[src/rtl/victim_pkg.sv]
package victim_pkg;
   typedef enum logic [1:0] {
      POL_LRU  = 2'd0,
      POL_RAND = 2'd1,
      POL_RR   = 2'd2,
      POL_ALT  = 2'd3
   } policy_e;
endpackage

[src/rtl/lru_order.sv]
module lru_order #(
   parameter int WAYS = 4,
   localparam int WW = $clog2(WAYS)
) (
   input  logic          clk,
   input  logic          rst_n,
   input  logic          touch_i,
   input  logic [WW-1:0] touch_way_i,
   output logic [WW-1:0] oldest_o
);
   // rank[0] is most recent, rank[WAYS-1] least recent
   logic [WW-1:0] rank   [WAYS];
   logic [WW-1:0] rank_n [WAYS];
   logic [WW-1:0] hit_pos;

   always_comb begin
      hit_pos = '0;
      for (int i = 0; i < WAYS; i++)
         if (rank[i] == touch_way_i) hit_pos = WW'(i);
   end

   always_comb begin
      rank_n[0] = touch_way_i;
      for (int i = 1; i < WAYS; i++)
         rank_n[i] = (WW'(i) <= hit_pos) ? rank[i-1] : rank[i];
   end

   always_ff @(posedge clk or negedge rst_n) begin
      if (!rst_n) begin
         for (int i = 0; i < WAYS; i++) rank[i] <= WW'(i);
      end else if (touch_i) begin
         for (int i = 0; i < WAYS; i++) rank[i] <= rank_n[i];
      end
   end

   assign oldest_o = rank[WAYS-1];
endmodule

[src/rtl/lfsr_gen.sv]
module lfsr_gen #(
   parameter int LFSR_W = 16,
   parameter logic [LFSR_W-1:0] SEED = 16'hACE1
) (
   input  logic              clk,
   input  logic              rst_n,
   output logic [LFSR_W-1:0] state_o
);
   logic [LFSR_W-1:0] taps;

   generate
      if (LFSR_W == 16) begin : g_w16
         assign taps = 16'hB400;
      end else if (LFSR_W == 8) begin : g_w8
         assign taps = 8'hB8;
      end else begin : g_bad
         $error("lfsr_gen: LFSR_W must be 8 or 16");
         assign taps = '0;
      end
      if (SEED == '0) begin : g_seed_bad
         $error("lfsr_gen: SEED must be non-zero");
      end
   endgenerate

   always_ff @(posedge clk or negedge rst_n) begin
      if (!rst_n) state_o <= SEED;
      else        state_o <= (state_o >> 1) ^ (state_o[0] ? taps : '0);
   end
endmodule

[src/rtl/rr_pointer.sv]
module rr_pointer #(
   parameter int WAYS = 4,
   localparam int WW = $clog2(WAYS)
) (
   input  logic          clk,
   input  logic          rst_n,
   input  logic          step_i,
   output logic [WW-1:0] ptr_o
);
   always_ff @(posedge clk or negedge rst_n) begin
      if (!rst_n)      ptr_o <= '0;
      else if (step_i) ptr_o <= ptr_o + 1'b1;
   end
endmodule

[src/rtl/way_victim_sel.sv]
module way_victim_sel
   import victim_pkg::*;
#(
   parameter int WAYS = 4,
   parameter int LFSR_W = 16,
   parameter logic [LFSR_W-1:0] SEED = 16'hACE1,
   localparam int WW = $clog2(WAYS)
) (
   input  logic            clk,
   input  logic            rst_n,
   input  logic [1:0]      mode_i,
   input  logic            touch_i,
   input  logic [WW-1:0]   touch_way_i,
   input  logic [WAYS-1:0] valid_i,
   input  logic            repl_req_i,
   output logic [WW-1:0]   victim_o
);
   generate
      if (WAYS < 2 || (WAYS & (WAYS - 1)) != 0) begin : g_ways_bad
         $error("way_victim_sel: WAYS must be a power of two >= 2");
      end
      if (LFSR_W < WW) begin : g_lfsr_bad
         $error("way_victim_sel: LFSR_W narrower than way index");
      end
   endgenerate

   policy_e       pol;
   logic          set_full;
   logic [WW-1:0] free_way;
   logic [WW-1:0] lru_way;
   logic [WW-1:0] rr_way;
   logic [LFSR_W-1:0] rnd;
   logic          rr_step;

   assign pol      = policy_e'(mode_i);
   assign set_full = &valid_i;
   assign rr_step  = repl_req_i && set_full && (pol == POL_RR);

   always_comb begin
      free_way = '0;
      for (int i = WAYS - 1; i >= 0; i--)
         if (!valid_i[i]) free_way = WW'(i);
   end

   lru_order #(.WAYS(WAYS)) u_lru (
      .clk(clk), .rst_n(rst_n), .touch_i(touch_i),
      .touch_way_i(touch_way_i), .oldest_o(lru_way)
   );

   rr_pointer #(.WAYS(WAYS)) u_rr (
      .clk(clk), .rst_n(rst_n), .step_i(rr_step), .ptr_o(rr_way)
   );

   lfsr_gen #(.LFSR_W(LFSR_W), .SEED(SEED)) u_rng (
      .clk(clk), .rst_n(rst_n), .state_o(rnd)
   );

   always_comb begin
      if (!set_full) victim_o = free_way;
      else begin
         case (pol)
            POL_RAND: victim_o = rnd[WW-1:0];
            POL_RR:   victim_o = rr_way;
            default:  victim_o = lru_way;
         endcase
      end
   end
endmodule

[config.mk]
export PLATFORM = sky130hd
export DESIGN_NAME = way_victim_sel
export DESIGN_NICKNAME = d
export VERILOG_FILES = /design/src/rtl/victim_pkg.sv /design/src/rtl/lru_order.sv /design/src/rtl/lfsr_gen.sv /design/src/rtl/rr_pointer.sv /design/src/rtl/way_victim_sel.sv
export SDC_FILE = /design/constraint.sdc
export NUM_CORES = 1
export LEC_CHECK = 0
export BUFFER_PORTS_ARGS = -buffer_cell sky130_fd_sc_hd__buf_2
export CAP_MARGIN = 20
export CORE_AREA = 5 5 55 45
export CTS_CLUSTER_DIAMETER = 60
export CTS_CLUSTER_SIZE = 12
export DETAILED_ROUTE_END_ITERATION = 10
export DIE_AREA = 0 0 60 50
export PLACE_DENSITY_LB_ADDON = 0.05
export SLEW_MARGIN = 10
export SYNTH_ARGS = -nofsm -noshare
export SYNTH_HDL_FRONTEND = slang
export SYNTH_SLANG_ARGS = --single-unit
[constraint.sdc]
create_clock -name clk -period 2.4 [get_ports clk]
set_input_delay 0.36 -clock clk [delete_from_list [all_inputs] [get_ports clk]]
set_output_delay 0.36 -clock clk [all_outputs]
set_load 0.01 [all_outputs]
==> out/qor.yml, run 1 <==
status: "completed"
slew_violations: 0
endpoint_kind: "output port"
viasPerCell: 4.98
holdCritPathClass: "in2async"
synth.yosys.seq_area_share: 0.673
antennaDiodeCount: 0
root_buffer: "clkbuf_4"
antenna_found_initial: 0
path_clk_slew_ns: 0.13
yosys.area.top_type: "dfrtp_1"
drv_cap: 0
hold_viol_final: 0
clk_latency_ns: 0.30
critPathLaunch: "u_rng.state_o[0]"
synth_fa_ha_area_frac: 0.0253
die_y_um: 50
vias: 538
synth_top_family_by_area: "XOR/XNOR gates"
critical_path.max_stage_delay_ns: 0.62
nNetsFinal: 99
synth_cells: 67
p_leak_nw: 0.538
crit_chain: "a22oi_1 -> o211ai_1 -> nand2_1 -> a21boi_0 -> buf_2"
fillCellCount: 156
synth_area_leaders: "dfrtp_1 (35%), dfstp_2 (32%), mux2_2 (6.8%)"
synth-simple-area-share: 0.0633
wire_per_inst_um: 12.9
grtUsageTotal: 0.119
rsz0062_at_grt: "false"
ys.warnings.count: 0
rr_startpoint: "u_lru.oldest_o[1]"
cp_max_fo: 5
fp.dieW_um: 60
worstPathArrival_ns: 1.57
cts_resized: 0
synth_nets: 81
path_class: "reg2out"
period_share: 0.804
grt_pass1_wl_um: 2550
finalSetupViolCount: 0
syn-cell-area_um2: 988
worstMarginPinSlew_ns: 0.525
postRouteAntennaNets: 0
ir_worst_vdd_mv: 0.646
fmax_ghz: 0.518
synth_area_per_cell_um2: 14.8
synth_xor_xnor_area_share: 0.0975
critPathBufInv: 1
place.port_buffers: 13
slowest_stage: "dfstp_2"
cp-start-kind: "register"
drtIter0Drc: 8
r2r-end: "u_lru.rank[2]"
grt_pass1_vias: 546
postCtsSetupRepairBufs: 0
worst_clock_skew_ns: 0.00186
final.min_clock_period_ns: 1.93
cts_hold_buf: 0
whs_ns: 0.00741
most-common-layout-cells: "dfrtp_1 (14), buf_2 (13), dfstp_2 (12)"
p_per_area_nw_per_um2: 957
cts_tree: "yes"
setup_ws_ns: 0.470
final_common_cell: "dfrtp_1"
clk_path_buf_depth: 2
drt_wl_total_um: 1390
clock_sinks: 26
synth_seq_cells: 26
r2r_cells: 4
relSlewSlack: 0.650
grt.overflow.total: 0
synth_top_area_share: 0.354
synthMuxAreaShare: 0.0911
grt_max_degree: 27
drive_above_1_share: 0.440
numCtsBuffers: 3
io_pins: 14
rows: 14
pre_cts_ws_ns: 0.656
syn_to_final_growth_pct: 14.9
htreeDepth: 1
instances_no_fill: 108
placed_area_um2: 1080
cpLargestDelayFamily: "flip-flops"
ff2ff_setup_slack_ns: 0.96
required_ns: 2.04
synth_compound_area_frac: 0.0418
core_um2: 1890
final_cell_area_um2: 1140
start_util: 0.522
drcViolationCount: 0
ys_types: 18
detail_route.first_pass.iterations: 4
finalSetupTns_ns: 0
gp_congestion: 0.759
dieArea_um2: 3000
dp.cells: 104
hpwl_um: 1030
flip-flops by register name, summed over array words and instances, names as in the netlist:
name            flops
u_lru.oldest_o      2
u_lru.rank          6
u_rng.state_o      16
u_rr.ptr_o          2
power breakdown:
group / switching (mW) / total (mW) / leakage [nW] / internal (mW)
Sequential: 0.0561 / 0.584 / 0.310 / 0.528
Combinational: 0.0900 / 0.218 / 0.200 / 0.128
Clock: 0.117 / 0.285 / 0.0279 / 0.169
Total: 0.263 / 1.09 / 0.538 / 0.825
area by class of cell:
class | instances | area (um2) | share of cell area
sequential | 26 | 666 | 0.586
multi-input combinational | 39 | 315 | 0.278
timing repair buffer | 13 | 65.1 | 0.0573
clock inverter | 1 | 30.0 | 0.0264
tap | 24 | 30.0 | 0.0264
clock buffer | 3 | 22.5 | 0.0198
inverter | 2 | 7.51 | 0.00661
worst max path at each step:
stage | slack (ns) | to | cells past startpoint
finish | 0.47 | victim_o[0] | 5
CTS | 0.44 | victim_o[0] | 5
global route | 0.34 | victim_o[0] | 5
detailed placement | 0.66 | victim_o[0] | 7
floorplan | 0.80 | victim_o[0] | 5
global placement | 0.69 | victim_o[0] | 7
layer usage:
metal / up-vias / part of all wire / global-route usage
met4: 0 / 0.0072 / 0.0332
met3: 2 / 0.077 / 0.0601
met2: 11 / 0.42 / 0.151
li1: 263 / - / -
met1: 262 / 0.49 / 0.174
met5: - / 0 / 0
logic make-up (layout without fill, tap and decap cells):
family,count (synthesis),after routing
DFF,26,26
and+or+nand+nor,12,12
xor gates and xnor gates,11,11
muxes,8,8
AOI/OAI and AO/OA,6,6
adders and majority gates,2,2
buffers and inverters,2,19
metrics by stage:
stage	power [mW]	util
floorplan	0.752	-
global placement	0.805	0.573
detailed placement	0.812	0.573
CTS	1.11	0.601
global route	1.16	0.601
finish	1.09	0.601
cells in the mapped netlist:
cell / count
xnor2_1: 7
nand2_1: 5
mux2_1: 2
inv_1: 2
a21oi_1: 1
dfrtp_1: 14
xor2_1: 4
nand3_2: 2
mux2_2: 6
dfstp_2: 12
o211ai_1: 1
ha_1: 2
a31oi_1: 1
nor2_1: 2
a21boi_0: 1
nand4_1: 1
nand3_1: 2
a22oi_1: 2
Note: power is estimated with default switching activity, not from simulation.
==> inputs of run 2 (changes only) <==
--- a/config.mk
+++ b/config.mk
@@ -7,11 +7,11 @@
 export LEC_CHECK = 0
 export BUFFER_PORTS_ARGS = -buffer_cell sky130_fd_sc_hd__buf_2
 export CAP_MARGIN = 20
-export CORE_AREA = 5 5 55 45
+export CORE_AREA = 5 5 56 46
 export CTS_CLUSTER_DIAMETER = 60
 export CTS_CLUSTER_SIZE = 12
 export DETAILED_ROUTE_END_ITERATION = 10
-export DIE_AREA = 0 0 60 50
+export DIE_AREA = 0 0 61 51
 export PLACE_DENSITY_LB_ADDON = 0.05
 export SLEW_MARGIN = 10
 export SYNTH_ARGS = -nofsm -noshare
==> constraint.sdc (replaced) <==
create_clock -name clk -period 1.8 [get_ports clk]
set_input_delay 0.27 -clock clk [delete_from_list [all_inputs] [get_ports clk]]
set_output_delay 0.27 -clock clk [all_outputs]
set_load 0.01 [all_outputs]
==> out/qor.yml, run 2 (synthesis results as in run 1) <==
status: "completed"
required_ns: 1.53
final.min_clock_period_ns: 1.70
final_common_cell: "dfrtp_1"
setup_ws_ns: 0.0965
drcViolationCount: 0
cp-start-kind: "register"
pwr-share-clk: 0.263
hold_viol_final: 0
clock_sinks: 26
top_register: "u_rng.state_o"
dieArea_um2: 3110
r2r_cells: 4
fmax_ghz: 0.587
slew_violations: 0
place.port_buffers: 13
start_util: 0.513
nNetsFinal: 101
numCtsBuffers: 3
dp.cells: 104
cp_max_fo: 2
pre_cts_ws_ns: 0.261
worstMarginPinSlew_ns: 0.522
hold_depth: 2
drtIter0Drc: 10
gp_congestion: 0.730
endpoint_kind: "output port"
worstPathArrival_ns: 1.43
grt_pass1_wl_um: 2530
postRouteAntennaNets: 0
p_leak_nw: 0.548
instances_no_fill: 110
largestRegisters: "u_rng.state_o x16, u_lru.rank x6"
htreeDepth: 1
finalSetupViolCount: 0
die_y_um: 51
p_per_area_nw_per_um2: 1260
wire_per_inst_um: 12.5
fp.dieW_um: 61
holdCritPathClass: "in2reg"
drv_cap: 0
vias: 522
grt_pass1_vias: 551
antennaDiodeCount: 0
detail_route.first_pass.iterations: 3
drive_above_1_share: 0.453
most-common-layout-cells: "dfrtp_1 (14), buf_2 (13), dfstp_2 (12)"
grtUsageTotal: 0.112
clk_latency_ns: 0.31
seq_power_share: 0.532
drt_wl_total_um: 1370
switchingPower_mw: 0.354
rsz0062_at_grt: "true"
viasPerCell: 4.75
path_clk_slew_ns: 0.13
p_int_mw: 1.10
cts_tree: "yes"
core_um2: 1930
root_buffer: "clkbuf_4"
io_pins: 14
grt_max_degree: 27
antenna_found_initial: 0
path_class: "reg2out"
syn_to_final_growth_pct: 17.2
rows: 14
ir_worst_vdd_mv: 0.792
largest_reg_flops: 16
power_frac_comb: 0.205
total_power_mw: 1.46
period_share: 0.946
clk_path_buf_depth: 2
worst_clock_skew_ns: 0.00622
grt.overflow.total: 0
whs_ns: 0.261
relSlewSlack: 0.652
switching_share: 0.243
hpwl_um: 998
-- run 2: cell types whose count changed in the layout (fill, tap and decap cells not counted), sizes merged --
cell,previous run,this run
buf,13,14
dlygate4sd3,0,1
-- run 2: path summary, 6_finish.rpt --
check | start | endpoint | slack, ns
min in group asynchronous | rst_n | u_rng.state_o[14] | 0.44
max in group asynchronous | rst_n | u_lru.oldest_o[1] | 0.98
setup / recovery | u_rng.state_o[0] | victim_o[0] | 0.1
hold reg to reg | u_rng.state_o[6] | u_rng.state_o[5] | 0.37
hold / removal | touch_way_i[0] | u_lru.rank[6] | 0.26
setup reg to reg | u_lru.oldest_o[0] | u_lru.rank[2] | 0.37
-- run 2: cell type report --
class,count,area [um2]
Multi-Input combinational cell,39,320
Clock buffer,3,22.5
Fill cell,157,768
Tap cell,24,30.0
Sequential cell,26,666
Inverter,2,7.51
Timing Repair Buffer,15,82.6
Clock inverter,1,30.0
-- run 2: stage by stage --
step,TNS [ns],instance area (um2),util
after floorplan,0,988,-
after detailed placement,0,1080,0.562
after global routing,-0.0229,1160,0.601
after global placement,0,1080,0.562
final,0,1160,0.601
after CTS,0,1150,0.599
-- run 2: metal layers --
layer  GRT usage  routed length, um  up-vias
met4      0.0325                  0        0
met1       0.152                680      246
met5           0                  0        -
met3      0.0453                110        0
li1            -                  -      263
met2       0.164                581       13
-- run 2: worst max-delay path: stages, from the launching register on --
cell	delay [ns]
dfstp_2	0.56
a22oi_2	0.08
o211ai_1	0.16
nand2_1	0.07
a21boi_1	0.12
buf_2	0.14
-- run 2: repair_timing --
action	CTS	global route
resized for setup	0	2
hold buffers	1	0
endpoints found under the setup margin	1	1
setup buffers	1	0
hold endpoints to repair	14	0
-- run 2: power by group through the flow --
stage | clock, mW | combinational (mW) | sequential, mW
finish | 0.383 | 0.298 | 0.775
global route | 0.427 | 0.338 | 0.790
CTS | 0.402 | 0.301 | 0.777
detailed placement | 0 | 0.296 | 0.787
global placement | 0 | 0.291 | 0.784
floorplan | 0 | 0.236 | 0.767
